==> src/rtl/flat_uart_pkg.sv <==
package flat_uart_pkg;
  localparam int IDX_RXD = 0;
  localparam int IDX_TXD = 1;
  localparam int IDX_IEN = 2;
  localparam int IDX_ICS = 3;
  localparam int IDX_QCT = 4;
  localparam int IDX_LCT = 5;
  localparam int IDX_MCT = 6;
  localparam int IDX_LST = 7;
  localparam int IDX_MST = 8;
  localparam int IDX_DIV = 10;
  localparam int IDX_ENA = 64;

  typedef struct packed {
    logic       txPush;
    logic [7:0] txData;
    logic       rxPop;
    logic       txClear;
    logic       rxClear;
    logic       lsrRead;
    logic       msrRead;
    logic       causeRead;
    logic       divWrite;
    logic       threArm;
  } uartStrobes_t;

  typedef struct packed {
    logic [7:0] rxHead;
    logic [7:0] lineStat;
    logic [7:0] intCause;
    logic [7:0] modemStat;
  } uartStatus_t;
endpackage

==> src/rtl/flat_uart_fifo.sv <==
module flat_uart_fifo #(
  parameter int WIDTH = 8,
  parameter int DEPTH = 16
) (
  input  logic             clk,
  input  logic             rstN,
  input  logic             push,
  input  logic             pop,
  input  logic             clear,
  input  logic [WIDTH-1:0] din,
  output logic [WIDTH-1:0] dout,
  output logic [$clog2(DEPTH+1)-1:0] count,
  output logic             full,
  output logic             empty
);
  localparam int AW = $clog2(DEPTH);
  localparam int CW = $clog2(DEPTH+1);

  logic [WIDTH-1:0] mem [DEPTH];
  logic [AW-1:0] wrPtr, rdPtr;
  logic doPush, doPop;

  assign empty  = (count == '0);
  assign full   = (count == CW'(DEPTH));
  assign doPop  = pop && !empty;
  assign doPush = push && (!full || doPop);
  assign dout   = empty ? '0 : mem[rdPtr];

  always_ff @(posedge clk) begin
    if (doPush && !clear) mem[wrPtr] <= din;
  end

  always_ff @(posedge clk or negedge rstN) begin
    if (!rstN) begin
      wrPtr <= '0;
      rdPtr <= '0;
      count <= '0;
    end else if (clear) begin
      wrPtr <= '0;
      rdPtr <= '0;
      count <= '0;
    end else begin
      if (doPush) wrPtr <= wrPtr + 1'b1;
      if (doPop)  rdPtr <= rdPtr + 1'b1;
      count <= count + CW'(doPush) - CW'(doPop);
    end
  end

  assert_no_overflow_R5: assert property (@(posedge clk) disable iff (!rstN)
    count <= CW'(DEPTH));
  assert_full_drop_R5: assert property (@(posedge clk) disable iff (!rstN)
    (full && push && !pop && !clear) |=> (count == CW'(DEPTH)));
endmodule

==> src/rtl/flat_uart_ctrl.sv <==
module flat_uart_ctrl
  import flat_uart_pkg::*;
#(
  parameter int ADDR_W = 9,
  parameter int DIV_W  = 16
) (
  input  logic              clk,
  input  logic              rstN,
  input  logic              busSel,
  input  logic              busWrite,
  input  logic [ADDR_W-1:0] busAddr,
  input  logic [3:0]        busBe,
  input  logic [31:0]       busWdata,
  output logic [31:0]       busRdata,
  input  uartStatus_t       status,
  output uartStrobes_t      strobes,
  output logic              enable,
  output logic [3:0]        intEnable,
  output logic [6:0]        lineCfg,
  output logic [4:0]        modemCfg,
  output logic              queueMode,
  output logic [1:0]        rxLevelSel,
  output logic [DIV_W-1:0]  divisor
);
  localparam int IW = ADDR_W - 2;

  logic [IW-1:0] slot;
  logic wrOk, rdOk;

  assign slot = busAddr[ADDR_W-1:2];
  assign wrOk = busSel && busWrite && (busBe == 4'hF);
  assign rdOk = busSel && !busWrite;

  function automatic logic hit(input logic [IW-1:0] s, input int idx);
    return s == IW'(idx);
  endfunction

  always_comb begin
    strobes           = '0;
    strobes.txPush    = wrOk && hit(slot, IDX_TXD);
    strobes.txData    = busWdata[7:0];
    strobes.txClear   = wrOk && hit(slot, IDX_QCT) && busWdata[2];
    strobes.rxClear   = wrOk && hit(slot, IDX_QCT) && busWdata[1];
    strobes.divWrite  = wrOk && hit(slot, IDX_DIV);
    strobes.threArm   = wrOk && hit(slot, IDX_IEN) && busWdata[1] && !intEnable[1];
    strobes.rxPop     = rdOk && hit(slot, IDX_RXD);
    strobes.lsrRead   = rdOk && hit(slot, IDX_LST);
    strobes.msrRead   = rdOk && hit(slot, IDX_MST);
    strobes.causeRead = rdOk && hit(slot, IDX_ICS);
  end

  always_ff @(posedge clk or negedge rstN) begin
    if (!rstN) begin
      enable     <= 1'b0;
      intEnable  <= '0;
      lineCfg    <= '0;
      modemCfg   <= '0;
      queueMode  <= 1'b0;
      rxLevelSel <= '0;
      divisor    <= '0;
    end else if (wrOk) begin
      if (hit(slot, IDX_ENA)) enable    <= busWdata[0];
      if (hit(slot, IDX_IEN)) intEnable <= busWdata[3:0];
      if (hit(slot, IDX_LCT)) lineCfg   <= busWdata[6:0];
      if (hit(slot, IDX_MCT)) modemCfg  <= busWdata[4:0];
      if (hit(slot, IDX_DIV)) divisor   <= busWdata[DIV_W-1:0];
      if (hit(slot, IDX_QCT)) begin
        queueMode  <= busWdata[0];
        rxLevelSel <= busWdata[7:6];
      end
    end
  end

  always_comb begin
    busRdata = '0;
    if (hit(slot, IDX_RXD))      busRdata[7:0] = status.rxHead;
    else if (hit(slot, IDX_IEN)) busRdata[3:0] = intEnable;
    else if (hit(slot, IDX_ICS)) busRdata[7:0] = status.intCause;
    else if (hit(slot, IDX_LCT)) busRdata[6:0] = lineCfg;
    else if (hit(slot, IDX_MCT)) busRdata[4:0] = modemCfg;
    else if (hit(slot, IDX_LST)) busRdata[7:0] = status.lineStat;
    else if (hit(slot, IDX_MST)) busRdata[7:0] = status.modemStat;
    else if (hit(slot, IDX_DIV)) busRdata[DIV_W-1:0] = divisor;
    else if (hit(slot, IDX_ENA)) busRdata[0] = enable;
  end

  assert_be_ignored_R3: assert property (@(posedge clk) disable iff (!rstN)
    (busSel && busWrite && busBe != 4'hF) |=>
      ($stable(lineCfg) && $stable(divisor) && $stable(enable) && $stable(intEnable)));
endmodule

==> src/rtl/flat_uart_dp.sv <==
module flat_uart_dp
  import flat_uart_pkg::*;
#(
  parameter int DEPTH = 16,
  parameter int DIV_W = 16
) (
  input  logic             clk,
  input  logic             rstN,
  input  uartStrobes_t     strobes,
  input  logic             enable,
  input  logic [3:0]       intEnable,
  input  logic             queueMode,
  input  logic [1:0]       rxLevelSel,
  input  logic [DIV_W-1:0] divisor,
  output uartStatus_t      status,
  output logic             txValid,
  output logic [7:0]       txByte,
  input  logic             txTake,
  input  logic             rxPush,
  input  logic [7:0]       rxByte,
  input  logic [3:0]       modemIn,
  output logic             baudTick,
  output logic             irq
);
  localparam int CW = $clog2(DEPTH+1);

  logic [CW-1:0] txCount, rxCount, rxLevel;
  logic txEmpty, txFull, rxEmpty, rxFull;
  logic txPushOk, txTakeOk, rxPushOk, rxPopOk;
  logic overrun, threPending;
  logic [3:0] modemQ, modemDelta;
  logic [DIV_W-1:0] baudCnt;
  logic baudRun;
  logic srcLine, srcRx, srcThre, srcModem;

  assign txPushOk = enable && strobes.txPush;
  assign txTakeOk = enable && txTake && !txEmpty;
  assign rxPushOk = enable && rxPush;
  assign rxPopOk  = enable && strobes.rxPop;

  flat_uart_fifo #(.WIDTH(8), .DEPTH(DEPTH)) txQ_i (
    .clk(clk), .rstN(rstN), .push(txPushOk), .pop(txTakeOk), .clear(strobes.txClear),
    .din(strobes.txData), .dout(txByte), .count(txCount), .full(txFull), .empty(txEmpty));

  flat_uart_fifo #(.WIDTH(8), .DEPTH(DEPTH)) rxQ_i (
    .clk(clk), .rstN(rstN), .push(rxPushOk), .pop(rxPopOk), .clear(strobes.rxClear),
    .din(rxByte), .dout(status.rxHead), .count(rxCount), .full(rxFull), .empty(rxEmpty));

  assign txValid = enable && !txEmpty;

  always_comb begin
    rxLevel = CW'(1);
    if (queueMode) begin
      case (rxLevelSel)
        2'd0: rxLevel = CW'(1);
        2'd1: rxLevel = CW'(DEPTH / 4);
        2'd2: rxLevel = CW'(DEPTH / 2);
        default: rxLevel = CW'(DEPTH - 2);
      endcase
    end
  end

  always_ff @(posedge clk or negedge rstN) begin
    if (!rstN) overrun <= 1'b0;
    else if (rxPushOk && rxFull && !rxPopOk) overrun <= 1'b1;
    else if (strobes.lsrRead) overrun <= 1'b0;
  end

  always_ff @(posedge clk or negedge rstN) begin
    if (!rstN) threPending <= 1'b0;
    else if ((txTakeOk && txCount == CW'(1) && !txPushOk) ||
             (strobes.txClear && !txEmpty) ||
             (strobes.threArm && txEmpty)) threPending <= 1'b1;
    else if (txPushOk || (strobes.causeRead && status.intCause[3:0] == 4'h2))
      threPending <= 1'b0;
  end

  always_ff @(posedge clk or negedge rstN) begin
    if (!rstN) begin
      modemQ     <= '0;
      modemDelta <= '0;
    end else begin
      modemQ     <= modemIn;
      modemDelta <= (modemDelta & ~{4{strobes.msrRead}}) | (modemIn ^ modemQ);
    end
  end

  assign baudRun = enable && (divisor != '0) && !strobes.divWrite;

  always_ff @(posedge clk or negedge rstN) begin
    if (!rstN) begin
      baudCnt  <= '0;
      baudTick <= 1'b0;
    end else if (!baudRun) begin
      baudCnt  <= '0;
      baudTick <= 1'b0;
    end else if (baudCnt == divisor - 1'b1) begin
      baudCnt  <= '0;
      baudTick <= 1'b1;
    end else begin
      baudCnt  <= baudCnt + 1'b1;
      baudTick <= 1'b0;
    end
  end

  assign srcLine  = intEnable[2] && overrun;
  assign srcRx    = intEnable[0] && (rxCount >= rxLevel);
  assign srcThre  = intEnable[1] && threPending;
  assign srcModem = intEnable[3] && (modemDelta != '0);

  always_comb begin
    status.intCause = {queueMode, queueMode, 6'b000001};
    if (srcLine)       status.intCause[3:0] = 4'h6;
    else if (srcRx)    status.intCause[3:0] = 4'h4;
    else if (srcThre)  status.intCause[3:0] = 4'h2;
    else if (srcModem) status.intCause[3:0] = 4'h0;
  end

  assign status.lineStat  = {1'b0, txEmpty, txEmpty, 3'b000, overrun, !rxEmpty};
  assign status.modemStat = {modemQ, modemDelta};
  assign irq = srcLine || srcRx || srcThre || srcModem;

  assert_idle_tick_R4: assert property (@(posedge clk) disable iff (!rstN)
    !enable |=> !baudTick);
  assert_div_zero_R8: assert property (@(posedge clk) disable iff (!rstN)
    (divisor == '0) |=> !baudTick);
  assert_overrun_set_R6: assert property (@(posedge clk) disable iff (!rstN)
    (enable && rxPush && rxFull && !strobes.rxPop) |=> status.lineStat[1]);
endmodule

==> src/rtl/flat_uart_regs.sv <==
module flat_uart_regs
  import flat_uart_pkg::*;
#(
  parameter int ADDR_W = 9,
  parameter int DEPTH  = 16,
  parameter int DIV_W  = 16
) (
  input  logic              clk,
  input  logic              rstN,
  input  logic              busSel,
  input  logic              busWrite,
  input  logic [ADDR_W-1:0] busAddr,
  input  logic [3:0]        busBe,
  input  logic [31:0]       busWdata,
  output logic [31:0]       busRdata,
  output logic              txValid,
  output logic [7:0]        txByte,
  input  logic              txTake,
  input  logic              rxPush,
  input  logic [7:0]        rxByte,
  input  logic [3:0]        modemIn,
  output logic [4:0]        modemOut,
  output logic [6:0]        lineCfg,
  output logic              baudTick,
  output logic              irq
);
  uartStrobes_t strobes;
  uartStatus_t  status;
  logic enable, queueMode;
  logic [3:0] intEnable;
  logic [1:0] rxLevelSel;
  logic [DIV_W-1:0] divisor;

  flat_uart_ctrl #(.ADDR_W(ADDR_W), .DIV_W(DIV_W)) ctrl_i (
    .clk(clk), .rstN(rstN), .busSel(busSel), .busWrite(busWrite), .busAddr(busAddr),
    .busBe(busBe), .busWdata(busWdata), .busRdata(busRdata), .status(status),
    .strobes(strobes), .enable(enable), .intEnable(intEnable), .lineCfg(lineCfg),
    .modemCfg(modemOut), .queueMode(queueMode), .rxLevelSel(rxLevelSel), .divisor(divisor));

  flat_uart_dp #(.DEPTH(DEPTH), .DIV_W(DIV_W)) dp_i (
    .clk(clk), .rstN(rstN), .strobes(strobes), .enable(enable), .intEnable(intEnable),
    .queueMode(queueMode), .rxLevelSel(rxLevelSel), .divisor(divisor), .status(status),
    .txValid(txValid), .txByte(txByte), .txTake(txTake), .rxPush(rxPush), .rxByte(rxByte),
    .modemIn(modemIn), .baudTick(baudTick), .irq(irq));
endmodule

==> config.mk <==
export PLATFORM = sky130hd
export DESIGN_NAME = flat_uart_regs
export DESIGN_NICKNAME = d
export VERILOG_FILES = /design/src/rtl/flat_uart_pkg.sv /design/src/rtl/flat_uart_fifo.sv /design/src/rtl/flat_uart_ctrl.sv /design/src/rtl/flat_uart_dp.sv /design/src/rtl/flat_uart_regs.sv
export SDC_FILE = /design/constraint.sdc
export NUM_CORES = 1
export LEC_CHECK = 0
export BUFFER_PORTS_ARGS = -buffer_cell sky130_fd_sc_hd__buf_2
export CORE_MARGIN = 2
export CORE_UTILIZATION = 35
export DETAILED_ROUTE_END_ITERATION = 7
export SYNTH_ARGS = -nofsm -noshare
export SYNTH_HDL_FRONTEND = slang
export SYNTH_SLANG_ARGS = --single-unit
==> constraint.sdc <==
create_clock -name clk -period 11.15 [get_ports clk]
set_input_delay 3.345 -clock clk [delete_from_list [all_inputs] [get_ports clk]]
set_output_delay 3.345 -clock clk [all_outputs]
set_load 0.02 [all_outputs]
# [Word level (Yosys, flattened, before mapping)]
# Memories as Yosys holds them, arrays and structs flattened.
# Cells that the tools add are included.
[word_totals] regBits=89 ramBits=256 inputBits=63 output_inout_bits=55 n_memories=2
[classes] n_addsub=10 magnitude_cmp=1 eq_ne=18 muxes=63 bitwise=4 reduce_logical=77
[mem_list] name="dp_i.rxQ_i.mem" depth=16 word_bits=8 read_ports=1 rd_ports_with_merged_regs=0 write_ports=1 line_no="flat_uart_fifo.sv:19" text="logic [WIDTH-1:0] mem [DEPTH];"
[mem_list] name="dp_i.txQ_i.mem" depth=16 word_bits=8 read_ports=1 rd_ports_with_merged_regs=0 write_ports=1 line_no="flat_uart_fifo.sv:19"
[op_table] operator="$mux 15" n=8
[op_table] operator="$mux 8" n=15
[op_table] operator="$mux 11" n=5
[op_table] operator="$mux 4" n=13
[op_table] operator="$logic_and 1x1->1" n=40
[op_table] operator="$mux 16" n=2
[op_table] operator="$eq 7x3->1 const B" n=4
[op_table] operator="$add 16x1->16 const B" n=1
[op_table] operator="$add 4x1->4 const B" n=4
[op_table] operator="$eq 16x16->1" n=1
[op_table] operator="$reduce_bool 16->1" n=1
[op_table] operator="$sub 16x1->16 const B" n=1
[op_table] operator="$mux 5" n=3
[op_table] operator="$eq 7x2->1 const B" n=2
[op_table] operator="$eq 7x4->1 const B" n=2
[op_table] operator="$mux 1" n=13
[op_table] operator="$mux 12" n=1
[op_table] operator="$pmux 4 s3" n=1
[op_table] operator="$reduce_and 2->1" n=6
[op_table] operator="$reduce_bool 2->1" n=6
[op_table] operator="$logic_not 1->1" n=11
[op_table] operator="$add 5x1->5" n=2
[op_table] operator="$eq 5x5->1 const B" n=2
[op_table] operator="$logic_not 5->1" n=2
[op_table] operator="19 further kinds" n=27

# [Depth between registers and ports, before layout]
[logic_depth] depth_word=25 mapped_depth=15

# [Modules after synthesis]
# Synthesis repeated with hierarchy kept, for this count alone.
[unflattened] hier_cells=1134 area_unflattened_um2=16443.3
[by_module_without_submodules] module="flat_uart_fifo at dp_i.rxQ_i" instances=1 cells_per_inst=312 area_per_inst_um2=5895.7 seq_area_each_um2=4169.0
[by_module_without_submodules] module="flat_uart_fifo at dp_i.txQ_i" instances=1 cells_per_inst=312 area_per_inst_um2=5891.9 seq_area_each_um2=4169.0
[by_module_without_submodules] module="flat_uart_ctrl" instances=1 cells_per_inst=260 area_per_inst_um2=2503.7 seq_area_each_um2=900.9
[by_module_without_submodules] module="flat_uart_dp" instances=1 cells_per_inst=250 area_per_inst_um2=2152.1 seq_area_each_um2=675.6

# [Least setup slack after synthesis]
# OpenSTA, ideal clock, no wires.
[synth_path] path_kind="input-to-output" from="in busAddr[7]" to="out busRdata[1]" t_arrival_ns=5.176 required_time_ns=7.805 path_slack_ns=2.629 cell_stages=6 path_buffers=0 path_cell_list="or3_1 > nor3_1 > nand2b_1 > o32ai_1 > a21oi_1 > o31ai_1"
[synth_via] elab_chain_len=21 elab_cells_between_ends=28 classes_between="eq/ne: 7; mux: 20; reduce/logical: 1"
[synth_lines] item="start, declared" line_no="flat_uart_regs.sv:12" text="input logic [ADDR_W-1:0] busAddr,"
[synth_lines] item="$eq 7x4->1" line_no="flat_uart_ctrl.sv:35" text="return s == IW'(idx);"
[synth_lines] item="$mux 15" line_no="flat_uart_ctrl.sv:83" text="else if (hit(slot, IDX_DIV)) busRdata[DIV_W-1:0] = divisor;"
[synth_lines] item="$mux 15" line_no="flat_uart_ctrl.sv:82" text="else if (hit(slot, IDX_MST)) busRdata[7:0] = status.modemStat;"
[synth_lines] item="$mux 15" line_no="flat_uart_ctrl.sv:81" text="else if (hit(slot, IDX_LST)) busRdata[7:0] = status.lineStat;"
[synth_lines] item="$mux 15" line_no="flat_uart_ctrl.sv:80" text="else if (hit(slot, IDX_MCT)) busRdata[4:0] = modemCfg;"
[synth_lines] item="$mux 15" line_no="flat_uart_ctrl.sv:79" text="else if (hit(slot, IDX_LCT)) busRdata[6:0] = lineCfg;"
[synth_lines] item="$mux 15" line_no="flat_uart_ctrl.sv:78" text="else if (hit(slot, IDX_ICS)) busRdata[7:0] = status.intCause;"
[synth_lines] item="$mux 15" line_no="flat_uart_ctrl.sv:77" text="else if (hit(slot, IDX_IEN)) busRdata[3:0] = intEnable;"
[synth_lines] item="(+5 left out)"
[synth_lines] item="$mux 8" line_no="flat_uart_ctrl.sv:78"
[synth_lines] item="$mux 8" line_no="flat_uart_ctrl.sv:77"
[synth_lines] item="$mux 8" line_no="flat_uart_ctrl.sv:76" text="if (hit(slot, IDX_RXD)) busRdata[7:0] = status.rxHead;"
[synth_lines] item="$mux 5" line_no="flat_uart_ctrl.sv:80"
[synth_lines] item="$mux 7" line_no="flat_uart_ctrl.sv:79"
[synth_lines] item="$mux 8" line_no="flat_uart_ctrl.sv:78"
[synth_lines] item="$mux 4" line_no="flat_uart_ctrl.sv:77"
[synth_lines] item="$mux 8 *" line_no="flat_uart_ctrl.sv:76"
[synth_lines] item="end, declared" line_no="flat_uart_regs.sv:15" text="output logic [31:0] busRdata,"
# Mark *: on every way between the ends. The rest lies on a longest branch, timed or not. The select of a mux whose other input is x is not followed.

# [Final worst setup path]
# Same ends and word-level chain as after synthesis.

==> impl_metrics.csv <==
group,metric,value,unit
timing,fin_crit,9.12,ns
global_route,grt_max_degree,46,
run_status,status,"complete, no violations",
clocking,cts_tree,"built",
clocking,postCtsSetupRepairBufs,0,
clocking,cts.clk_slew.worst_paths,0.06,ns
layout,fin_cells,1732,
place,dp_hpwl,23900,µm
detailed_routing,wl,35100,µm
die,initial_core_util,0.355,
timing,worst_slew_pin_slew,1.00,ns
place,placed_cell_area,16600,µm²
global_route,antenna_found_initial,5,
setup_path,setup.worst_path.start_class,"input pin",
clocking,cts-root-buf,"clkbuf_16",
setup_path,cpMostUsedCell,"buf_2",
detailed_routing,first_pass_iters,5,
logic_synthesis,synth.ff_latch_count,345,
setup_path,slowest_delay,0.57,ns
die,io_pins,118,
power_and_ir_drop,power_leakage,6.59,nW
setup_path,critPathBufInv,2,
global_route,grtUsageTotal,0.152,
timing,drv_slew,0,
timing,rsz0062_at_grt,"false",
setup_path,worstSetupPathType,"in -> out",
setup_path,crit_family,"simple AND/OR/NAND/NOR gates",
timing,clock_skew,0.0201,ns
min_path,hold_class,"reg -> reg",
timing,setup_viol,0,
timing,clock.fmax,110,MHz
logic_synthesis,mappedNetlistArea,15600,µm²
setup_path,crit_fanout,6,
power_and_ir_drop,p_sw,0.000627,W
power_and_ir_drop,p_clk_frac,0.442,
layout,final_common_cell,"edfxtp_1",
setup_path,crit_start,"busAddr[7]",
setup_path,crit_path_end_kind,"primary output",
setup_path,critical_path_required,7.81,ns
setup_path,crit_arrival,5.78,ns
logic_synthesis,synth.distinct_cells,71,
layout,area_growth,14.2,%
detailed_routing,wl_per_cell,20.3,µm
power_and_ir_drop,p_comb_frac,0.056,
die,core.rowCount,77,
timing,relSlewSlack,0.330,
timing,fin_crit_sh,0.818,
power_and_ir_drop,ir_drop,0.174,mV
layout,layout-drive-gt1-share,0.248,
logic_synthesis,yosys_warnings,0,
layout,final_cell_mix,"256 x edfxtp_1, 87 x dfrtp_1, 82 x buf_2",
setup_path,worst_path_max_delay_cell,"nor3_1",
detailed_routing,drc_errors,0,
clocking,ctsResizeCount,0,
clocking,clock_latency,0.55,ns
power_and_ir_drop,switching_share,0.223,
logic_synthesis,ys_async_sr_fraction,0.258,
global_route,grt_pass1_vias,8770,
layout,nNetsFinal,1203,
die,core,44100,µm²
logic_synthesis,synthFlopType,"edfxtp_1",
detailed_routing,viasPerCell,5.10,
clocking,numCtsBuffers,39,
place,dpl.cell_count,1661,
clocking,cts_buffer_depth,3,
layout,final_area,17900,µm²
die,fp.dieH,215,µm
logic_synthesis,syn_area_per_cell,15.2,µm²
clocking,cts_htree_levels,2,
detailed_routing,antenna_left,0,
detailed_routing,first_iter_violations,683,
power_and_ir_drop,total_power,0.00281,W
die,fp.dieW,215,µm
power_and_ir_drop,p_int,0.00218,W
min_path,hp-start,"dp_i.modemDelta[0]",
setup_path,worstPathCellList,"buf_2, or3_1, nor3_1, nand2b_1, o32ai_1, a21oi_1, o31ai_1, buf_2",
detailed_routing,vias,8836,
global_route,grt_pass1_wl,54100,µm
die,dieArea,46400,µm²
place,place.gp.congestion,0.830,
clocking,cts.sinks,345,
global_route,grt-ovfl-total,0,
logic_synthesis,ys_seq_area_frac,0.634,
setup_path,r2r-start,"dp_i.rxQ_i.count[2]",
run,maxCapViolCount,0,
logic_synthesis,synth_edf_count,256,
timing,timing.hold.ws,0.523,ns
clocking,hold_buffers,0,
timing,finalSetupTns,0,ns
logic_synthesis,synth_cells,1027,
power_and_ir_drop,seq_power_share,0.502,
power_and_ir_drop,power.density,157,nW/µm²
place,port-buffer-count,83,
timing,finalHoldViolations,0,
==> synthesized netlist by cell type (all sizes together) (6+ instances only) <==
library cell  number  area, µm²
nand2b             6       37.5
nor2b             24        150
xor2              25        219
a31oi              8       50.1
clkbuf            35        131
mux4              80       1800
dfrtp             89       2230
mux2              35        394
nand2             66        248
and3               6       37.5
ha                28        350
inv               33        124
a21oi             16       80.1
o21ai             21        105
or3                9       61.3
nor4               8       77.6
and2              40        250
nor3              15       75.1
xnor2             28        245
nand4             19        119
edfxtp           256       7690
nand3              9       45.0
nor2              63        236
buf               31        201
o31ai              6       45.0
==> cell type report <==
cell class                      instances  area [µm²]
Tap cell                              592         741
Timing Repair Buffer                   93         493
Antenna cell                            1        2.50
Fill cell                            4126       26300
Multi-Input combinational cell        598        5340
Inverter                               33         124
Clock buffer                           45         998
Clock inverter                         25         246
Sequential cell                       345        9920
==> registers in the layout, summed over array words and instances, names as in the netlist, 5 cells and up <==
name	cells
dp_i.baudCnt	16
ctrl_i.divisor	16
dp_i.txQ_i.count	5
ctrl_i.modemCfg	5
dp_i.rxQ_i.mem	128
ctrl_i.lineCfg	7
dp_i.txQ_i.mem	128
dp_i.rxQ_i.count	5
==> logic make-up (layout without fill, tap and decap cells) <==
family / Yosys count / in the layout / share of synthesized area
AOI/OAI and AO/OA: 89 / 89 / 0.0398
xor gates and xnor gates: 53 / 53 / 0.0297
adders and majority gates: 30 / 30 / 0.0250
buffers and inverters: 99 / 196 / 0.0292
DFF: 345 / 345 / 0.634
muxes: 120 / 120 / 0.144
other: 1 / 17 / 0.000240
and+or+nand+nor: 290 / 290 / 0.0989
==> power by group through the flow <==
stage	registers (W)	clock network, W	logic, W
floorplan	0.00143	0	0.000111
global placement	0.00144	0	0.000153
detailed placement	0.00144	0	0.000158
CTS	0.00141	0.00127	0.000160
global route	0.00141	0.00132	0.000177
finish	0.00141	0.00124	0.000158
==> worst reg2reg max path, stage by stage, from the launching register on <==
cell and delay [ns]:
dfrtp_1 0.39, inv_1 0.08, ha_1 0.20, nor4b_1 0.17
nor4_2 0.62, and3_1 0.40, ha_1 0.17, inv_1 0.04
ha_1 0.21, fa_1 0.44, a21oi_1 0.16, nor2_1 0.06
or3_1 0.33, a21oi_1 0.14
==> path summary, 6_finish.rpt <==
| check | slack, ns | cells past startpoint | end |
|---|---|---|---|
| worst max-delay path | 2.03 | 8 | busRdata[1] |
| worst min-delay path | 0.52 | 2 | dp_i.modemDelta[0] |
| worst max register to register | 7.65 | 13 | dp_i.rxQ_i.count[4] |
| worst min register to register | 0.52 | 2 | dp_i.modemDelta[0] |
| max in group asynchronous | 7.25 | 2 | dp_i.rxQ_i.rdPtr[0] |
| min in group asynchronous | 2.81 | 1 | dp_i.baudCnt[7] |
==> metal layers <==
layer	routed length, µm	track usage	up-vias
met5	23	0	-
met4	636	0.0370	4
met3	1640	0.0295	55
met2	16600	0.242	203
met1	16300	0.217	4529
li1	-	-	4045
==> metrics by stage <==
stage / utilization / setup WS (ns)
finish: 0.405 / 2.03
global route: 0.405 / 1.83
CTS: 0.405 / 1.91
detailed placement: 0.377 / 1.92
global placement: 0.377 / 1.91
floorplan: - / 2.63
No activity file was read; power rests on OpenSTA's default activity.
